`src/rtl/pgx_pkg.sv`:
```
package pgx_pkg;
  typedef enum logic [1:0] {
    OUT_HIT     = 2'd0,
    OUT_FAULT   = 2'd1,
    OUT_ILLEGAL = 2'd2
  } outcome_e;
endpackage

```
`src/rtl/pgx_table.sv`:
```
module pgx_table #(
  parameter int PAGES  = 16,
  parameter int BASE_W = 16,
  localparam int IDX_W = $clog2(PAGES)
) (
  input  logic              clk,
  input  logic              rst_n,
  input  logic              wr_en,
  input  logic [IDX_W-1:0]  wr_idx,
  input  logic [BASE_W-1:0] wr_base,
  input  logic              wr_valid,
  input  logic [IDX_W-1:0]  rd_idx,
  output logic [BASE_W-1:0] rd_base,
  output logic              rd_vld
);
  logic [PAGES-1:0]  vld_q;
  logic [BASE_W-1:0] base_q [PAGES];

  for (genvar g = 0; g < PAGES; g++) begin : g_entry
    logic sel;
    assign sel = wr_en && (wr_idx == IDX_W'(g));
    always_ff @(posedge clk or negedge rst_n) begin
      if (!rst_n) begin
        vld_q[g]  <= 1'b0;
        base_q[g] <= '0;
      end else if (sel) begin
        vld_q[g]  <= wr_valid;
        base_q[g] <= wr_base;
      end
    end
  end

  // Read side sees the stored state, so a same-cycle write is not visible yet.
  assign rd_base = base_q[rd_idx];
  assign rd_vld  = vld_q[rd_idx];


  wr_vld_stored_chk: assert property (@(posedge clk) disable iff (!rst_n)
    wr_en |=> (vld_q[$past(wr_idx)] == $past(wr_valid)));


  no_wr_hold_chk: assert property (@(posedge clk) disable iff (!rst_n)
    !wr_en |=> $stable(vld_q));
endmodule

```
`src/rtl/pgx_classify.sv`:
```
module pgx_classify
  import pgx_pkg::*;
#(
  parameter int BASE_W     = 16,
  parameter int DISP_W     = 11,
  parameter int PAGE_BYTES = 1024,
  localparam int PADDR_W   = ((BASE_W > DISP_W) ? BASE_W : DISP_W) + 1
) (
  input  logic [DISP_W-1:0]  disp,
  input  logic               ent_vld,
  input  logic [BASE_W-1:0]  ent_base,
  output outcome_e           outcome,
  output logic [PADDR_W-1:0] paddr
);
  localparam logic [DISP_W-1:0] LIMIT = DISP_W'(PAGE_BYTES);

  function automatic logic disp_out_of_page(input logic [DISP_W-1:0] d);
    return d >= LIMIT;
  endfunction

  function automatic logic [PADDR_W-1:0] form_paddr(
    input logic [BASE_W-1:0] b, input logic [DISP_W-1:0] d);
    return PADDR_W'(b) + PADDR_W'(d);
  endfunction

  logic bad_disp;
  assign bad_disp = disp_out_of_page(disp);

  always_comb begin
    paddr = '0;
    if (bad_disp) begin
      outcome = OUT_ILLEGAL;
    end else if (!ent_vld) begin
      outcome = OUT_FAULT;
    end else begin
      outcome = OUT_HIT;
      paddr   = form_paddr(ent_base, disp);
    end
  end
endmodule

```
`src/rtl/pgx_resp_reg.sv`:
```
module pgx_resp_reg
  import pgx_pkg::*;
#(
  parameter int PADDR_W = 17
) (
  input  logic               clk,
  input  logic               rst_n,
  input  logic               take,
  input  outcome_e           outcome,
  input  logic [PADDR_W-1:0] paddr,
  output logic               rsp_valid,
  output logic               rsp_hit,
  output logic               rsp_fault,
  output logic               rsp_illegal,
  output logic [PADDR_W-1:0] rsp_paddr
);
  always_ff @(posedge clk or negedge rst_n) begin
    if (!rst_n) begin
      rsp_valid   <= 1'b0;
      rsp_hit     <= 1'b0;
      rsp_fault   <= 1'b0;
      rsp_illegal <= 1'b0;
      rsp_paddr   <= '0;
    end else begin
      rsp_valid   <= take;
      rsp_hit     <= take && (outcome == OUT_HIT);
      rsp_fault   <= take && (outcome == OUT_FAULT);
      rsp_illegal <= take && (outcome == OUT_ILLEGAL);
      rsp_paddr   <= take ? paddr : '0;
    end
  end


  one_flag_chk: assert property (@(posedge clk) disable iff (!rst_n)
    rsp_valid |-> ($countones({rsp_hit, rsp_fault, rsp_illegal}) == 1));


  zero_addr_chk: assert property (@(posedge clk) disable iff (!rst_n)
    (rsp_valid && !rsp_hit) |-> (rsp_paddr == '0));
endmodule

```
`src/rtl/page_xlate.sv`:
```
module page_xlate
  import pgx_pkg::*;
#(
  parameter int PAGES      = 16,
  parameter int BASE_W     = 16,
  parameter int DISP_W     = 11,
  parameter int PAGE_BYTES = 1024,
  localparam int IDX_W     = $clog2(PAGES),
  localparam int PADDR_W   = ((BASE_W > DISP_W) ? BASE_W : DISP_W) + 1
) (
  input  logic               clk,
  input  logic               rst_n,
  input  logic               req_valid,
  output logic               req_ready,
  input  logic [IDX_W-1:0]   req_page,
  input  logic [DISP_W-1:0]  req_disp,
  input  logic               wr_en,
  input  logic [IDX_W-1:0]   wr_idx,
  input  logic [BASE_W-1:0]  wr_base,
  input  logic               wr_valid,
  output logic               rsp_valid,
  output logic               rsp_hit,
  output logic               rsp_fault,
  output logic               rsp_illegal,
  output logic [PADDR_W-1:0] rsp_paddr
);
  logic [BASE_W-1:0]  ent_base;
  logic               ent_vld;
  outcome_e           outcome;
  logic [PADDR_W-1:0] paddr_c;
  logic               accept;
  logic               ready_q;

  always_ff @(posedge clk or negedge rst_n) begin
    if (!rst_n) ready_q <= 1'b0;
    else        ready_q <= 1'b1;
  end
  assign req_ready = ready_q;
  assign accept    = req_valid && req_ready;

  pgx_table #(.PAGES(PAGES), .BASE_W(BASE_W)) u_table (
    .clk(clk), .rst_n(rst_n),
    .wr_en(wr_en), .wr_idx(wr_idx), .wr_base(wr_base), .wr_valid(wr_valid),
    .rd_idx(req_page), .rd_base(ent_base), .rd_vld(ent_vld)
  );

  pgx_classify #(.BASE_W(BASE_W), .DISP_W(DISP_W), .PAGE_BYTES(PAGE_BYTES)) u_class (
    .disp(req_disp), .ent_vld(ent_vld), .ent_base(ent_base),
    .outcome(outcome), .paddr(paddr_c)
  );

  pgx_resp_reg #(.PADDR_W(PADDR_W)) u_resp (
    .clk(clk), .rst_n(rst_n), .take(accept), .outcome(outcome), .paddr(paddr_c),
    .rsp_valid(rsp_valid), .rsp_hit(rsp_hit), .rsp_fault(rsp_fault),
    .rsp_illegal(rsp_illegal), .rsp_paddr(rsp_paddr)
  );


  rsp_follows_chk: assert property (@(posedge clk) disable iff (!rst_n)
    accept |=> rsp_valid);


  rsp_only_after_chk: assert property (@(posedge clk) disable iff (!rst_n)
    !accept |=> !rsp_valid);


  illegal_first_chk: assert property (@(posedge clk) disable iff (!rst_n)
    (accept && (req_disp >= DISP_W'(PAGE_BYTES))) |=> rsp_illegal);


  old_entry_chk: assert property (@(posedge clk) disable iff (!rst_n)
    (accept && (req_disp < DISP_W'(PAGE_BYTES)) && !ent_vld) |=> rsp_fault);
endmodule

```
`config.mk`:
```
export PLATFORM = sky130hd
export DESIGN_NAME = page_xlate
export DESIGN_NICKNAME = d
export VERILOG_FILES = /design/src/rtl/pgx_pkg.sv /design/src/rtl/pgx_table.sv /design/src/rtl/pgx_classify.sv /design/src/rtl/pgx_resp_reg.sv /design/src/rtl/page_xlate.sv
export SDC_FILE = /design/constraint.sdc
export NUM_CORES = 1
export LEC_CHECK = 0
export BUFFER_PORTS_ARGS = -buffer_cell sky130_fd_sc_hd__buf_2
export CAP_MARGIN = 30
export CORE_ASPECT_RATIO = 1.5
export CORE_MARGIN = 2
export CORE_UTILIZATION = 62
export DETAILED_ROUTE_END_ITERATION = 8
export PLACE_DENSITY = 0.8
export SYNTH_ARGS = -nofsm -noshare
export SYNTH_HDL_FRONTEND = slang
export SYNTH_HIERARCHICAL = 1
export SYNTH_SLANG_ARGS = --single-unit
export TNS_END_PERCENT = 20
```
`constraint.sdc`:
```
create_clock -name clk -period 5.8 [get_ports clk]
set_input_delay 0.87 -clock clk [delete_from_list [all_inputs] [get_ports clk]]
set_output_delay 0.87 -clock clk [all_outputs]
set_load 0.005 [all_outputs]
```
==> results.md <==
- The number of detailed-routing iterations run before antenna repair is 4.
- After detailed routing, the number of remaining DRC violations is 0.
- The part of the power in the clock network is 31.8%.
- The DRC violation total after the first TritonRoute iteration is 353.
- The post-cts gate resize count is 0.
- Leaving out fill and tap cells, the most frequent cell in the layout is sky130_fd_sc_hd__dfrtp_1.
- Yosys printed 6 warnings.
- Synthesis produced a netlist with a net count of 965.
- Buffers placed on the I/O ports in this run total 61.
- The post-synth design cell area is 0.01371 mm².
- The placed instances occupy a cell area of 0.01428 mm².
- The sequential cells in the finished layout cover a total of 0.007357 mm².
- The per-instance average area after synthesis is 15.01 µm².
- Cells fill 69.85% of the core in the end.
- The path class of the tightest hold or removal check is in -> async.
- After clock tree synthesis, the clock-pin slew on the worst setup and hold paths is 0.06 ns.
- The final instance area is 0.01517 mm².
- TritonCTS created 27 clock buffers.
- The initial core utilization is 63.11%.
- The count of antenna diodes in the layout is 0.
- Detailed routing inserted a total of 7967 vias.
- The part of the cycle the worst path needs is 66.99%.
- Sequential cells burn 48.4% of the power.
- The count of flip-flops with a built-in enable after synthesis is 0.
- The floorplan step defined a die boundary enclosing 0.02334 mm².
- After global routing the overflow that remains totals 0.
- For this run, the total global-route usage over all layers was measured as 26.32%.
- The buffers inserted during post-CTS setup optimization is 0.
- The cell at the root of the clock tree is sky130_fd_sc_hd__clkbuf_16.
- The growth of design area from synthesis to finish is 10.67%.
- The flow ran to the end, and the final reports show no timing, DRC or antenna violations.
- Counting along the longest clock path gives a buffer depth of 3.
- Subtracting the final worst setup slack from the clock period gives 3.885 ns.
- Total power for the finished layout comes to 5.608 mW.
- The total I/O pin count is 62.
- The via count of the first global-routing pass is 8531.
- For this run, global-route usage on met2 was measured as 48.28%.
- The floorplan has 66 rows.
- IR analysis of the VDD net gives a maximum drop of 0.2890 mV.
- The first global-routing pass estimated 47.09 mm of wire.
- The part of the total power dissipated in combinational logic is 19.9%.
- The met1 track demand over resource is 32.28%.
- Summing the sequential cell areas from Yosys gives 53.67% of the chip area.
- Of the cells placed in the final design, the portion with a size suffix greater than 1 is 49.74%.
- The number of synthesized register bits is 294.
- The vias per cell is 6.369.
- The number of hold violations in the final report is 0.
- For the pin with the worst max-slew slack, the measured transition is 0.8964 ns.
- The detailed-placement wirelength estimate is 18.84 mm.
- Setup repair after global routing left no endpoint under its margin.
- The post-layout worst setup margin is 1.915 ns.
- Setup violations remaining at the end of the flow were counted as 0.
- The type of element capturing the critical path is a register.
- The arrival time at the worst endpoint is 4.31 ns.
- The unique cell type count in the Yosys netlist is 52.
- The maximum clock frequency is 257.4 MHz.
- After detailed routing, the average wire length per cell comes to 23.93 µm.
- The largest net degree at the start of global routing is 121.
- The total wire length is 29.94 mm.
- The synthesized instance count is 913.
- Prior to clock tree synthesis, the placed netlist has a worst setup slack of 1.420 ns.
- The global placement routability congestion is 0.8375.
- The insertion delay of the later-clocked pin in the worst-skew pair is 0.53 ns.
- Buffers inserted to repair hold after CTS numbered 0.
- Of all nets on the critical path, the largest fanout is 35.
- CTS saw 294 sinks.
- The worst pin sits at a relative slew slack of 40.24%.
- The type of origin of the critical path is an input port.
- The critical path in this run is classified as in -> reg.
- The max capacitance violation total is 0.
- The worst path required time is 6.22 ns.
- In this run the vertical extent of the chip is 186.1 µm.
- TritonCTS built the clock tree.
- Of all flip-flops after synthesis, the portion carrying an async set or reset was 100.0%.
- The busiest metal layer after global routing is met2.
- The final net count is 1013.
- Global routing consumed, on the met3 layer, 3.421% of the routing resources.
- The power spent charging and discharging nets is 1.418 mW.
- The floorplan step set the die width to 125.4 µm.
- The initial antenna violation count is 3.
- In the layout the commonest cells are 294 x sky130_fd_sc_hd__dfrtp_1, 272 x sky130_fd_sc_hd__mux2_2, 68 x sky130_fd_sc_hd__mux4_2.
- The core area is 0.02172 mm².
- The total internal power is 4.191 mW.
- The analysis attributes to cell leakage a power of 6.694 nW.
- Among all flip-flop cells after synthesis, the most frequent one is sky130_fd_sc_hd__dfrtp_1.
- The clock skew is 0.008964 ns.
- The max-slew violation count is 0.
- The power density of the placed cells is 369.7 mW/mm².
- The post-detailed-route count of antenna-violating nets is 0.
- The layout has 1455 filler cells.
- After routing, the total negative slack on setup checks comes to 0 ns.
- The multi-input combinational cells in the finished layout cover a total of 0.005967 mm².
- Of the total power, the share spent switching nets is 25.28%.
- CTS built an H-tree with a depth of 1.
- The worst register-to-register path has a setup slack of 2.59 ns.
per-stage QoR:
step / hold slack, ns / cells
global placement: 0.4829 / 1201
global route: 0.5043 / 1251
floorplan: 0.4738 / 913
detailed placement: 0.4882 / 1204
CTS: 0.4586 / 1251
finish: 0.4187 / 1251
area by class of cell:
type                    count  area share [%]
flip-flops and latches    294           48.50
well taps                 272           2.243
multi-input cells         546           39.34
inverters                   5          0.1237
repair buffers             87           3.943
clock buffers              41           5.328
clock inverters             6          0.5279
logic make-up (layout without fill, tap and decap cells):
group                      Yosys count  in the layout  share of synthesized area, %
muxes                              340            340                         33.52
DFF                                294            294                         53.67
and+or+nand+nor                    113            113                         4.473
AOI/OAI and AO/OA                   73             73                         3.879
buffers and inverters               73            139                         2.830
adders and majority gates           12             12                         1.150
xor gates and xnor gates             7              7                        0.4473
other                                1              1                       0.02736
state kept, by name, indices dropped and copies added (netlist names):
name / flops
req_ready: 1
u_resp/rsp_fault: 1
u_resp/rsp_hit: 1
u_resp/rsp_illegal: 1
u_resp/rsp_paddr: 17
u_resp/rsp_valid: 1
u_table/base_q: 256
u_table/vld_q: 16
final timing paths:
kind,start,endpoint,cells after the start
max,req_page[0],u_resp/rsp_paddr[14],12
min,rst_n,u_table/base_q[63],1
max reg2reg,u_table/base_q[64],u_resp/rsp_paddr[14],11
min reg2reg,u_table/base_q[220],u_table/base_q[220],1
max in group asynchronous,rst_n,u_table/base_q[176],2
min in group clk,u_table/base_q[220],u_table/base_q[220],1
power by group through the flow:
| stage | sequential (mW) | combinational, mW | clock, mW |
|---|---|---|---|
| final | 2.71 | 1.11 | 1.78 |
| after global routing | 2.77 | 1.21 | 1.90 |
| after CTS | 2.71 | 1.12 | 1.81 |
| after detailed placement | 2.74 | 1.11 | 0 |
| after global placement | 2.72 | 1.07 | 0 |
| after floorplan | 2.67 | 0.880 | 0 |
routing by layer:
metal / vias up / part of all wire [%]
met4: 6 / 3.2
met1: 4213 / 39
met5: - / 0.13
met3: 70 / 4.5
li1: 3464 / -
met2: 214 / 53
worst max-delay path: stages:
cell	delay, ns
sky130_fd_sc_hd__buf_4	0.57
sky130_fd_sc_hd__mux4_2	0.60
sky130_fd_sc_hd__a22oi_1	0.21
sky130_fd_sc_hd__nand2_1	0.14
sky130_fd_sc_hd__ha_1	0.29
sky130_fd_sc_hd__inv_1	0.09
sky130_fd_sc_hd__fa_1	0.18
sky130_fd_sc_hd__and2b_1	0.21
sky130_fd_sc_hd__o31ai_2	0.34
sky130_fd_sc_hd__a32oi_1	0.31
sky130_fd_sc_hd__a211o_1	0.32
sky130_fd_sc_hd__and2_1	0.15
Yosys cell counts, drive strengths merged, types with 3 or more instances:
library cell / n / area (µm²)
nand2: 28 / 105.1
dfrtp: 294 / 7357
nand2b: 6 / 37.54
xor2: 4 / 35.03
o21ai: 8 / 40.04
nand3: 5 / 25.02
buf: 34 / 240.2
ha: 11 / 137.6
o211ai: 5 / 47.54
nor3: 4 / 20.02
nor2b: 4 / 25.02
mux2: 272 / 3063
a21oi: 10 / 50.05
clkbuf: 34 / 128.9
mux4: 68 / 1531
nor2: 26 / 120.1
xnor2: 3 / 26.28
or3: 5 / 31.28
inv: 5 / 18.77
nand3b: 4 / 33.78
nor3b: 3 / 32.53
and2: 20 / 125.1
a22oi: 34 / 255.2
Power figures use the tool's default switching activity.
